**src/rtl/stage_ctl_pkg.sv**
```systemverilog
// Shared encodings for the sequential stage control decoder.
// Assumes 4-bit operation and function codes in the leading instruction byte.
package stage_ctl_pkg;

    localparam int CODE_W = 4;
    localparam int FN_W   = 4;

    localparam logic [CODE_W-1:0] OPC_NOP   = 4'h0;
    localparam logic [CODE_W-1:0] OPC_HALT  = 4'h1;
    localparam logic [CODE_W-1:0] OPC_STORE = 4'h4;
    localparam logic [CODE_W-1:0] OPC_ARITH = 4'h6;
    localparam logic [CODE_W-1:0] OPC_POP   = 4'hB;

    // highest function code accepted on an arithmetic instruction
    localparam logic [FN_W-1:0] ARITH_FN_MAX = 4'h3;

    typedef enum logic [2:0] {
        CL_NOP   = 3'd0,
        CL_HALT  = 3'd1,
        CL_ARITH = 3'd2,
        CL_STORE = 3'd3,
        CL_POP   = 3'd4,
        CL_BAD   = 3'd5
    } insn_class_e;

    typedef enum logic [1:0] {
        OPA_PORT  = 2'd0,
        OPA_CONST = 2'd1,
        OPA_FOUR  = 2'd2
    } opnd_a_e;

    typedef enum logic [1:0] {
        ALU_ADD = 2'd0,
        ALU_SUB = 2'd1,
        ALU_AND = 2'd2,
        ALU_XOR = 2'd3
    } alu_op_e;

endpackage

```
**src/rtl/insn_classify.sv**
```systemverilog
// Sorts the leading instruction byte into one instruction class.
// Assumes: STRICT_FN selects whether non-arithmetic codes need a zero function code.
module insn_classify
    import stage_ctl_pkg::*;
#(
    parameter bit STRICT_FN = 1'b1
) (
    input  logic [CODE_W-1:0] op_code,
    input  logic [FN_W-1:0]   op_fn,
    output insn_class_e       cls
);

    logic fn_ok_other;  // function code acceptable on a non-arithmetic code
    logic fn_ok_arith;  // function code within the ALU range

    // legality variant for the function code on non-arithmetic codes
    generate
        if (STRICT_FN) begin : g_strict
            assign fn_ok_other = (op_fn == '0);
        end else begin : g_lenient
            assign fn_ok_other = 1'b1;
        end
    endgenerate

    assign fn_ok_arith = (op_fn <= ARITH_FN_MAX);

    // map operation code to class, illegal on any unknown value
    always_comb begin
        cls = CL_BAD;
        unique case (op_code)
            OPC_NOP:   cls = fn_ok_other ? CL_NOP   : CL_BAD;
            OPC_HALT:  cls = fn_ok_other ? CL_HALT  : CL_BAD;
            OPC_STORE: cls = fn_ok_other ? CL_STORE : CL_BAD;
            OPC_POP:   cls = fn_ok_other ? CL_POP   : CL_BAD;
            OPC_ARITH: cls = fn_ok_arith ? CL_ARITH : CL_BAD;
            default:   cls = CL_BAD;
        endcase
    end

    // an out-of-range ALU function never yields the arithmetic class
    always_comb begin
        p_arith_fn_range_r9: assert (!(cls == CL_ARITH && op_fn > ARITH_FN_MAX))
            else $error("arithmetic class with function code %0d", op_fn);
    end

endmodule

```
**src/rtl/reg_port_sel.sv**
```systemverilog
// Chooses the register-file read and write selects for the decode and
// write-back steps. Assumes NONE_ID disables a port and SP_ID is the stack
// pointer; on a destination clash the memory-result port keeps the register.
module reg_port_sel
    import stage_ctl_pkg::*;
#(
    parameter int RID_W   = 4,
    parameter int SP_ID   = 4,
    parameter int NONE_ID = 8
) (
    input  insn_class_e      cls,
    input  logic [RID_W-1:0] reg_x,
    input  logic [RID_W-1:0] reg_y,
    output logic [RID_W-1:0] rd_sel_a,
    output logic [RID_W-1:0] rd_sel_b,
    output logic [RID_W-1:0] wr_sel_alu,
    output logic [RID_W-1:0] wr_sel_mem
);

    localparam logic [RID_W-1:0] SP_SEL   = RID_W'(SP_ID);
    localparam logic [RID_W-1:0] NONE_SEL = RID_W'(NONE_ID);

    logic [RID_W-1:0] alu_dst_raw;  // ALU-result destination before clash rule

    // read selects for the decode step
    always_comb begin
        rd_sel_a = NONE_SEL;
        rd_sel_b = NONE_SEL;
        case (cls)
            CL_ARITH, CL_STORE: begin
                rd_sel_a = reg_x;
                rd_sel_b = reg_y;
            end
            CL_POP: begin
                rd_sel_a = SP_SEL;
                rd_sel_b = SP_SEL;
            end
            default: ;
        endcase
    end

    // write selects for the write-back step, before the clash rule
    always_comb begin
        alu_dst_raw = NONE_SEL;
        wr_sel_mem  = NONE_SEL;
        case (cls)
            CL_ARITH: alu_dst_raw = reg_y;
            CL_POP: begin
                alu_dst_raw = SP_SEL;
                wr_sel_mem  = reg_x;
            end
            default: ;
        endcase
    end

    // clash rule: the memory-result port keeps a shared destination
    always_comb begin
        wr_sel_alu = alu_dst_raw;
        if (wr_sel_mem != NONE_SEL && alu_dst_raw == wr_sel_mem)
            wr_sel_alu = NONE_SEL;
    end

    // the two write ports never name the same real register
    always_comb begin
        p_dst_distinct_r5: assert (wr_sel_alu == NONE_SEL || wr_sel_alu != wr_sel_mem)
            else $error("both write ports select register %0d", wr_sel_alu);
    end

    // a pop reads the stack pointer on both ports regardless of the fields
    always_comb begin
        p_pop_reads_sp_r3: assert (cls != CL_POP || (rd_sel_a == SP_SEL && rd_sel_b == SP_SEL))
            else $error("pop read selects %0d %0d", rd_sel_a, rd_sel_b);
    end

endmodule

```
**src/rtl/exec_mem_sel.sv**
```systemverilog
// Produces execute, memory and PC-update controls from the instruction class.
// Assumes only the low two function bits reach the ALU after legality checks.
module exec_mem_sel
    import stage_ctl_pkg::*;
(
    input  insn_class_e cls,
    input  logic [1:0]  fn_lo,
    output opnd_a_e     opnd_a_sel,
    output logic        opnd_b_use,
    output alu_op_e     alu_op,
    output logic        flags_we,
    output logic        mem_rd,
    output logic        mem_wr,
    output logic        addr_from_a,
    output logic        pc_hold,
    output logic        halted,
    output logic        illegal
);

    // execute-step controls: operand sources, ALU operation, flag update
    always_comb begin
        opnd_a_sel = OPA_PORT;
        opnd_b_use = 1'b0;
        alu_op     = ALU_ADD;
        flags_we   = 1'b0;
        case (cls)
            CL_ARITH: begin
                opnd_b_use = 1'b1;
                alu_op     = alu_op_e'(fn_lo);
                flags_we   = 1'b1;
            end
            CL_STORE: begin
                opnd_a_sel = OPA_CONST;
                opnd_b_use = 1'b1;
            end
            CL_POP: begin
                opnd_a_sel = OPA_FOUR;
                opnd_b_use = 1'b1;
            end
            default: ;
        endcase
    end

    // memory-step controls: strobes and address source
    always_comb begin
        mem_rd      = (cls == CL_POP);
        mem_wr      = (cls == CL_STORE);
        addr_from_a = (cls == CL_POP);
    end

    // PC-update and status controls
    always_comb begin
        halted  = (cls == CL_HALT);
        illegal = (cls == CL_BAD);
        pc_hold = (cls == CL_HALT) || (cls == CL_BAD);
    end

    // memory strobes are exclusive
    always_comb begin
        p_mem_exclusive_r11: assert (!(mem_rd && mem_wr))
            else $error("memory read and write together");
    end

    // an illegal encoding touches neither memory nor flags and holds the PC
    always_comb begin
        p_illegal_quiet_r8: assert (!illegal || (pc_hold && !mem_rd && !mem_wr && !flags_we))
            else $error("illegal encoding has side effects");
    end

endmodule

```
**src/rtl/stage_ctl_decoder.sv**
```systemverilog
// Top of the sequential stage control decoder: combinational steering for
// one instruction per cycle. Assumes the datapath owns all storage and
// applies writes on the rising clock edge.
module stage_ctl_decoder
    import stage_ctl_pkg::*;
#(
    parameter bit STRICT_FN = 1'b1,
    parameter int RID_W     = 4,
    parameter int SP_ID     = 4,
    parameter int NONE_ID   = 8
) (
    input  logic [3:0]       op_code,
    input  logic [3:0]       op_fn,
    input  logic [RID_W-1:0] reg_x,
    input  logic [RID_W-1:0] reg_y,
    output logic [RID_W-1:0] rd_sel_a,
    output logic [RID_W-1:0] rd_sel_b,
    output logic [RID_W-1:0] wr_sel_alu,
    output logic [RID_W-1:0] wr_sel_mem,
    output logic [1:0]       opnd_a_sel,
    output logic             opnd_b_use,
    output logic [1:0]       alu_op,
    output logic             flags_we,
    output logic             mem_rd,
    output logic             mem_wr,
    output logic             addr_from_a,
    output logic             pc_hold,
    output logic             halted,
    output logic             illegal
);

    localparam logic [RID_W-1:0] NONE_SEL = RID_W'(NONE_ID);

    insn_class_e cls;
    opnd_a_e     opnd_a_e_w;
    alu_op_e     alu_op_e_w;

    insn_classify #(.STRICT_FN(STRICT_FN)) u_classify (
        .op_code (op_code),
        .op_fn   (op_fn),
        .cls     (cls)
    );

    reg_port_sel #(.RID_W(RID_W), .SP_ID(SP_ID), .NONE_ID(NONE_ID)) u_ports (
        .cls        (cls),
        .reg_x      (reg_x),
        .reg_y      (reg_y),
        .rd_sel_a   (rd_sel_a),
        .rd_sel_b   (rd_sel_b),
        .wr_sel_alu (wr_sel_alu),
        .wr_sel_mem (wr_sel_mem)
    );

    exec_mem_sel u_exec (
        .cls         (cls),
        .fn_lo       (op_fn[1:0]),
        .opnd_a_sel  (opnd_a_e_w),
        .opnd_b_use  (opnd_b_use),
        .alu_op      (alu_op_e_w),
        .flags_we    (flags_we),
        .mem_rd      (mem_rd),
        .mem_wr      (mem_wr),
        .addr_from_a (addr_from_a),
        .pc_hold     (pc_hold),
        .halted      (halted),
        .illegal     (illegal)
    );

    assign opnd_a_sel = opnd_a_e_w;
    assign alu_op     = alu_op_e_w;

    // an illegal encoding writes no register
    always_comb begin
        p_illegal_no_write_r8: assert (!illegal || (wr_sel_alu == NONE_SEL && wr_sel_mem == NONE_SEL))
            else $error("illegal encoding selects a write");
    end

    // halt always holds the PC
    always_comb begin
        p_halt_holds_pc_r7: assert (!halted || pc_hold)
            else $error("halt without PC hold");
    end

    // flags only move together with an ALU-result destination path
    always_comb begin
        p_flags_no_mem_r11: assert (!flags_we || (!mem_rd && !mem_wr && !illegal))
            else $error("flag update outside arithmetic");
    end

endmodule

```
**config.mk**
```make
export PLATFORM = sky130hd
export DESIGN_NAME = stage_ctl_decoder
export DESIGN_NICKNAME = d
export VERILOG_FILES = /design/src/rtl/stage_ctl_pkg.sv /design/src/rtl/insn_classify.sv /design/src/rtl/reg_port_sel.sv /design/src/rtl/exec_mem_sel.sv /design/src/rtl/stage_ctl_decoder.sv
export SDC_FILE = /design/constraint.sdc
export NUM_CORES = 1
export LEC_CHECK = 0
export ABC_AREA = 0
export BUFFER_PORTS_ARGS = -buffer_cell sky130_fd_sc_hd__buf_4
export CELL_PAD_IN_SITES_DETAIL_PLACEMENT = 1
export CELL_PAD_IN_SITES_GLOBAL_PLACEMENT = 2
export CORE_MARGIN = 2
export CORE_UTILIZATION = 14
export DETAILED_ROUTE_END_ITERATION = 12
export GPL_TIMING_DRIVEN = 0
export PLACE_DENSITY = 0.8
export SLEW_MARGIN = 10
export SYNTH_ARGS = -nofsm -noshare
export SYNTH_HDL_FRONTEND = slang
export SYNTH_HIERARCHICAL = 1
export SYNTH_SLANG_ARGS = --single-unit
export TNS_END_PERCENT = 20
```
**constraint.sdc**
```tcl
create_clock -name vclk -period 3.15
set_clock_uncertainty 0.15 [all_clocks]
set_input_delay 0.4725 -clock vclk [all_inputs]
set_output_delay 0.4725 -clock vclk [all_outputs]
set_load 0.02 [all_outputs]
```
Word level (Yosys, flattened, before mapping)
Cells that the tools add are included.

operators by class
  $lt $le $gt $ge = 1
  equality and inequality tests = 11
  muxes and demuxes = 15
  reductions and logical operators = 6

operators by type and width
  cell                  count
  $pmux W4 S2           3
  $pmux W3 S5           1
  $mux W3               4
  $eq A4 B3 Y1 const B  2
  $logic_not A4 Y1      2
  $mux W4               2
  $eq A3 B2 Y1 const B  2
  $eq A3 B3 Y1 const B  2
  $eq A4 B1 Y1 const B  1
  $eq A4 B4 Y1          1
  $eq A4 B4 Y1 const B  1
  $le A4 B2 Y1 const B  1
  $ne A4 B4 Y1 const B  1
  $pmux W2 S2           1
  $eq A3 B1 Y1 const B  1
  $mux W1               3
  $reduce_or A3 Y1      1
  $mux W2               1
  $reduce_or A2 Y1      1
  $logic_and A1 B1 Y1   1
  $logic_or A1 B1 Y1    1

word-level totals
  register bits after elaboration = 0
  input port bits = 16
  output and inout bits = 28
  word-level logic and storage cells = 33

Longest topological paths before layout
  depth in word-level cells = 8
  depth in mapped cells = 5
  depth with buffers taken out = 5

Hierarchy
Netlist, hierarchy kept.

modules (own cells, without submodules)
  module         times used  cells an instance  area each (sq um)  sequential area each (sq um)
  reg_port_sel   1           23                 165.2              0.0
  exec_mem_sel   1           13                 103.8              0.0
  insn_classify  1           13                 82.6               0.0

Least setup slack after synthesis
No wires, ideal clock.

  path kind = input -> output
  start point = input op_code[3]
  end point = output wr_sel_alu[2]
  data arrival time = 2.374 ns
  data required time = 2.527 ns
  slack = 0.154 ns
  cell stages on the path = 5
  buffers on the path = 0
  cell sequence = nor3_1 -> o21ai_0 -> nor3b_1 -> nand2b_1 -> o32ai_1

between the ends
  cells in the longest elaborated chain, start to end = 7

ends and longest elaborated chain
  element                                              RTL line                 text
  start: declaration                                   stage_ctl_decoder.sv:12  input logic [3:0] op_code,
  $eq A4 B3 Y1, or another cell as far along           insn_classify.sv:30      unique case (op_code)
  $pmux W3 S5 *                                        insn_classify.sv:30
  via cls[1]                                           stage_ctl_decoder.sv:34  insn_class_e cls;
  $eq A3 B3 Y1 / $eq A3 B2 Y1 (equally long branches)  reg_port_sel.sv:46       case (cls)
  $pmux W4 S2 / $mux W4 (equally long branches)        reg_port_sel.sv:46
  $eq A4 B4 Y1 / $ne A4 B4 Y1 (equally long branches)  reg_port_sel.sv:59       if (wr_sel_mem != NONE_SEL && alu_dst_raw == wr_sel_mem)
  $logic_and A1 B1 Y1                                  reg_port_sel.sv:59
  $mux W4 *                                            reg_port_sel.sv:59
  end: declaration                                     stage_ctl_decoder.sv:18  output logic [RID_W-1:0] wr_sel_alu,

Mark *: on every way through the listed nets, which the timed path passes. The rest lies on a longest branch.

Worst setup path after layout
  start point = input op_code[3]
  end point = output wr_sel_alu[3]

Same word-level chain as after synthesis.

==> results.yml <==
outcome:
  status: "completed"
route:
  routed_wl_mm: 1.32
  wl_per_cell_um: 10.7
  dr.pass1.iters: 4
  ant_nets: 0
  vias: 523
  drc: 0
  vias_per_cell: 4.25
  drt_iter0_markers: 3
critical_path:
  worstPathMaxFanout: 10
  worstSetupEndpointType: "output pin"
  slowest_stage: "nor3b_2"
  cp-endpoint: "wr_sel_alu[3]"
  cp-start-kind: "input port"
  path_common_cell: "buf_4"
  path_delay_family: "simple AND/OR/NAND/NOR gates"
  cp_data_required_time_ps: 2530
  crit_type: "input port to output pin"
  critical_path.max_stage_delay_ps: 620
  crit_cells: 7
  cp.arrival_ps: 2360
  path_cells: "buf_4, nor3_1, o21ai_0, nor3b_2, nand2b_1, o32a_1, buf_4"
  cp_num_buf_inv: 2
  crit_start: "op_code[3]"
placement:
  placed_cells: 123
  gp_congestion: 0.579
  io_buffers: 44
  dpl.hpwl_mm: 1.11
power_and_ir_drop:
  comb_power_share_pct: 100.0
  clockPowerShare_pct: 0
  p_int_mw: 0.0241
  p_sw_mw: 0.0202
  ir_drop_mv: 0.0234
  power.density_nw_per_um2: 61.0
  leakagePower_nw: 0.385
  p_seq_share_pct: 0
  power_mw: 0.0444
  switching_share_pct: 45.6
timing:
  hold_violations: 0
  fin_crit_ps: 2980
  finalSetupViolations: 0
  post-route-period-util_pct: 94.6
  worst_pin_slew_ps: 678
  slew_headroom_pct: 54.6
  slew_viol_final: 0
  rsz0062_at_grt: "no"
  fmax_mhz: 336
floorplanning:
  core_um2: 2430
  ios: 44
  die_h_um: 54.1
  start_util_pct: 14.5
  die_area_um2: 2930
  num_rows: 18
  die_w_um: 54.1
global_routing:
  grt_pass1_wl_mm: 1.98
  grt_usage_pct: 8.62
  first_global_vias: 450
  antenna_found_initial: 0
  grt-ovfl-total: 0
  grt_max_degree: 12
yosys:
  synth_top_area_cell: "and2_1"
  synth_top_area_share_pct: 19.6
  synth_area_leaders: "and2_1, nor3b_2, nor3b_1"
  seq_area_frac_synth_pct: 0
  synth_most_common_cell: "and2_1"
  synthTopCellsByCount: "and2_1, inv_1, nor3b_1"
  postSynthAreaPerCell_um2: 7.18
  synthCells: 49
  synthesis.area_um2: 352
  syn_nets: 65
  synth.distinct_cells: 28
  yosys_warnings: 6
cells_and_area:
  final_cells: 123
  antenna_cells: 0
  area_growth_pct: 107
  seq_area_um2: 0
  fin_nets: 111
  post-route-util_pct: 29.9
  drive_gt1_share_pct: 60.2
  seq_cells: 0
  clkbuf_count: 0
min_path:
  hold_class: "input port to output pin"
  holdPathStages: 4
cts:
  cts_setup_buffers: 0
flow_run:
  maxCapViolations: 0
per-stage QoR:
stage               setup TNS, ps  hold slack (ps)  setup WS [ps]  area (µm²)
floorplan                       0              971            154         352
global placement            -1370             1100           -206         719
detailed placement          -2240             1110           -259         719
CTS                             0             1110           55.2         724
global route                    0             1120           66.3         728
finish                          0             1100            171         728
power groups by stage:
stage | clock network (mW) | registers (mW) | logic [mW]
after floorplan | 0 | 0 | 0.0166
after global placement | 0 | 0 | 0.0435
after detailed placement | 0 | 0 | 0.0441
after CTS | 0 | 0 | 0.0446
after global routing | 0 | 0 | 0.0484
final | 0 | 0 | 0.0444
cell families after synthesis:
| group | synth area share, % |
|---|---|
| AND/OR/NAND/NOR | 69.0 |
| AO/OA/AOI/OAI | 23.5 |
| buffers and inverters | 7.47 |
cell type report:
cell class                      instances  area, µm²
Fill cell                             329       1700
Multi-Input combinational cell         44        334
Timing Repair Buffer                   44        330
Tap cell                               30       37.5
Buffer                                  2       15.0
Inverter                                3       11.3
cells in the final DEF, fill, tap and decap left out, types with 2 or more instances in the layout:
cell     count
a21o_1       2
and3_1       2
and2_1      11
nor3b_2      3
nor3b_1      2
nor2_1       2
inv_1        3
nand2_1      2
buf_4       46
per-layer routing:
layer,GRT usage (%),wire [µm]
met1,11.3,565
met2,16.5,645
met3,0.278,109
met4,0,0
met5,0,0
tightest hold or removal path, delay by kind of cell:
family                 cells  cell delay (ps)
buffers and inverters      3              260
and+or+nand+nor            1               50
repair_timing:
action                     in CTS  in global routing
hold buffers                    0                  0
setup endpoints to repair      14                  3
pin swaps                       0                  0
gates resized for setup         1                  1
worst min path at each step:
stage                  start       endpoint  slack [ps]
floorplan           reg_x[3]  wr_sel_mem[3]         970
global placement    reg_x[3]  wr_sel_mem[3]        1100
detailed placement  reg_x[3]  wr_sel_mem[3]        1110
CTS                 reg_x[3]  wr_sel_mem[3]        1110
global route        reg_x[2]    rd_sel_a[2]        1120
finish              reg_x[3]  wr_sel_mem[3]        1100
Note: power is estimated with default switching activity, not from simulation.
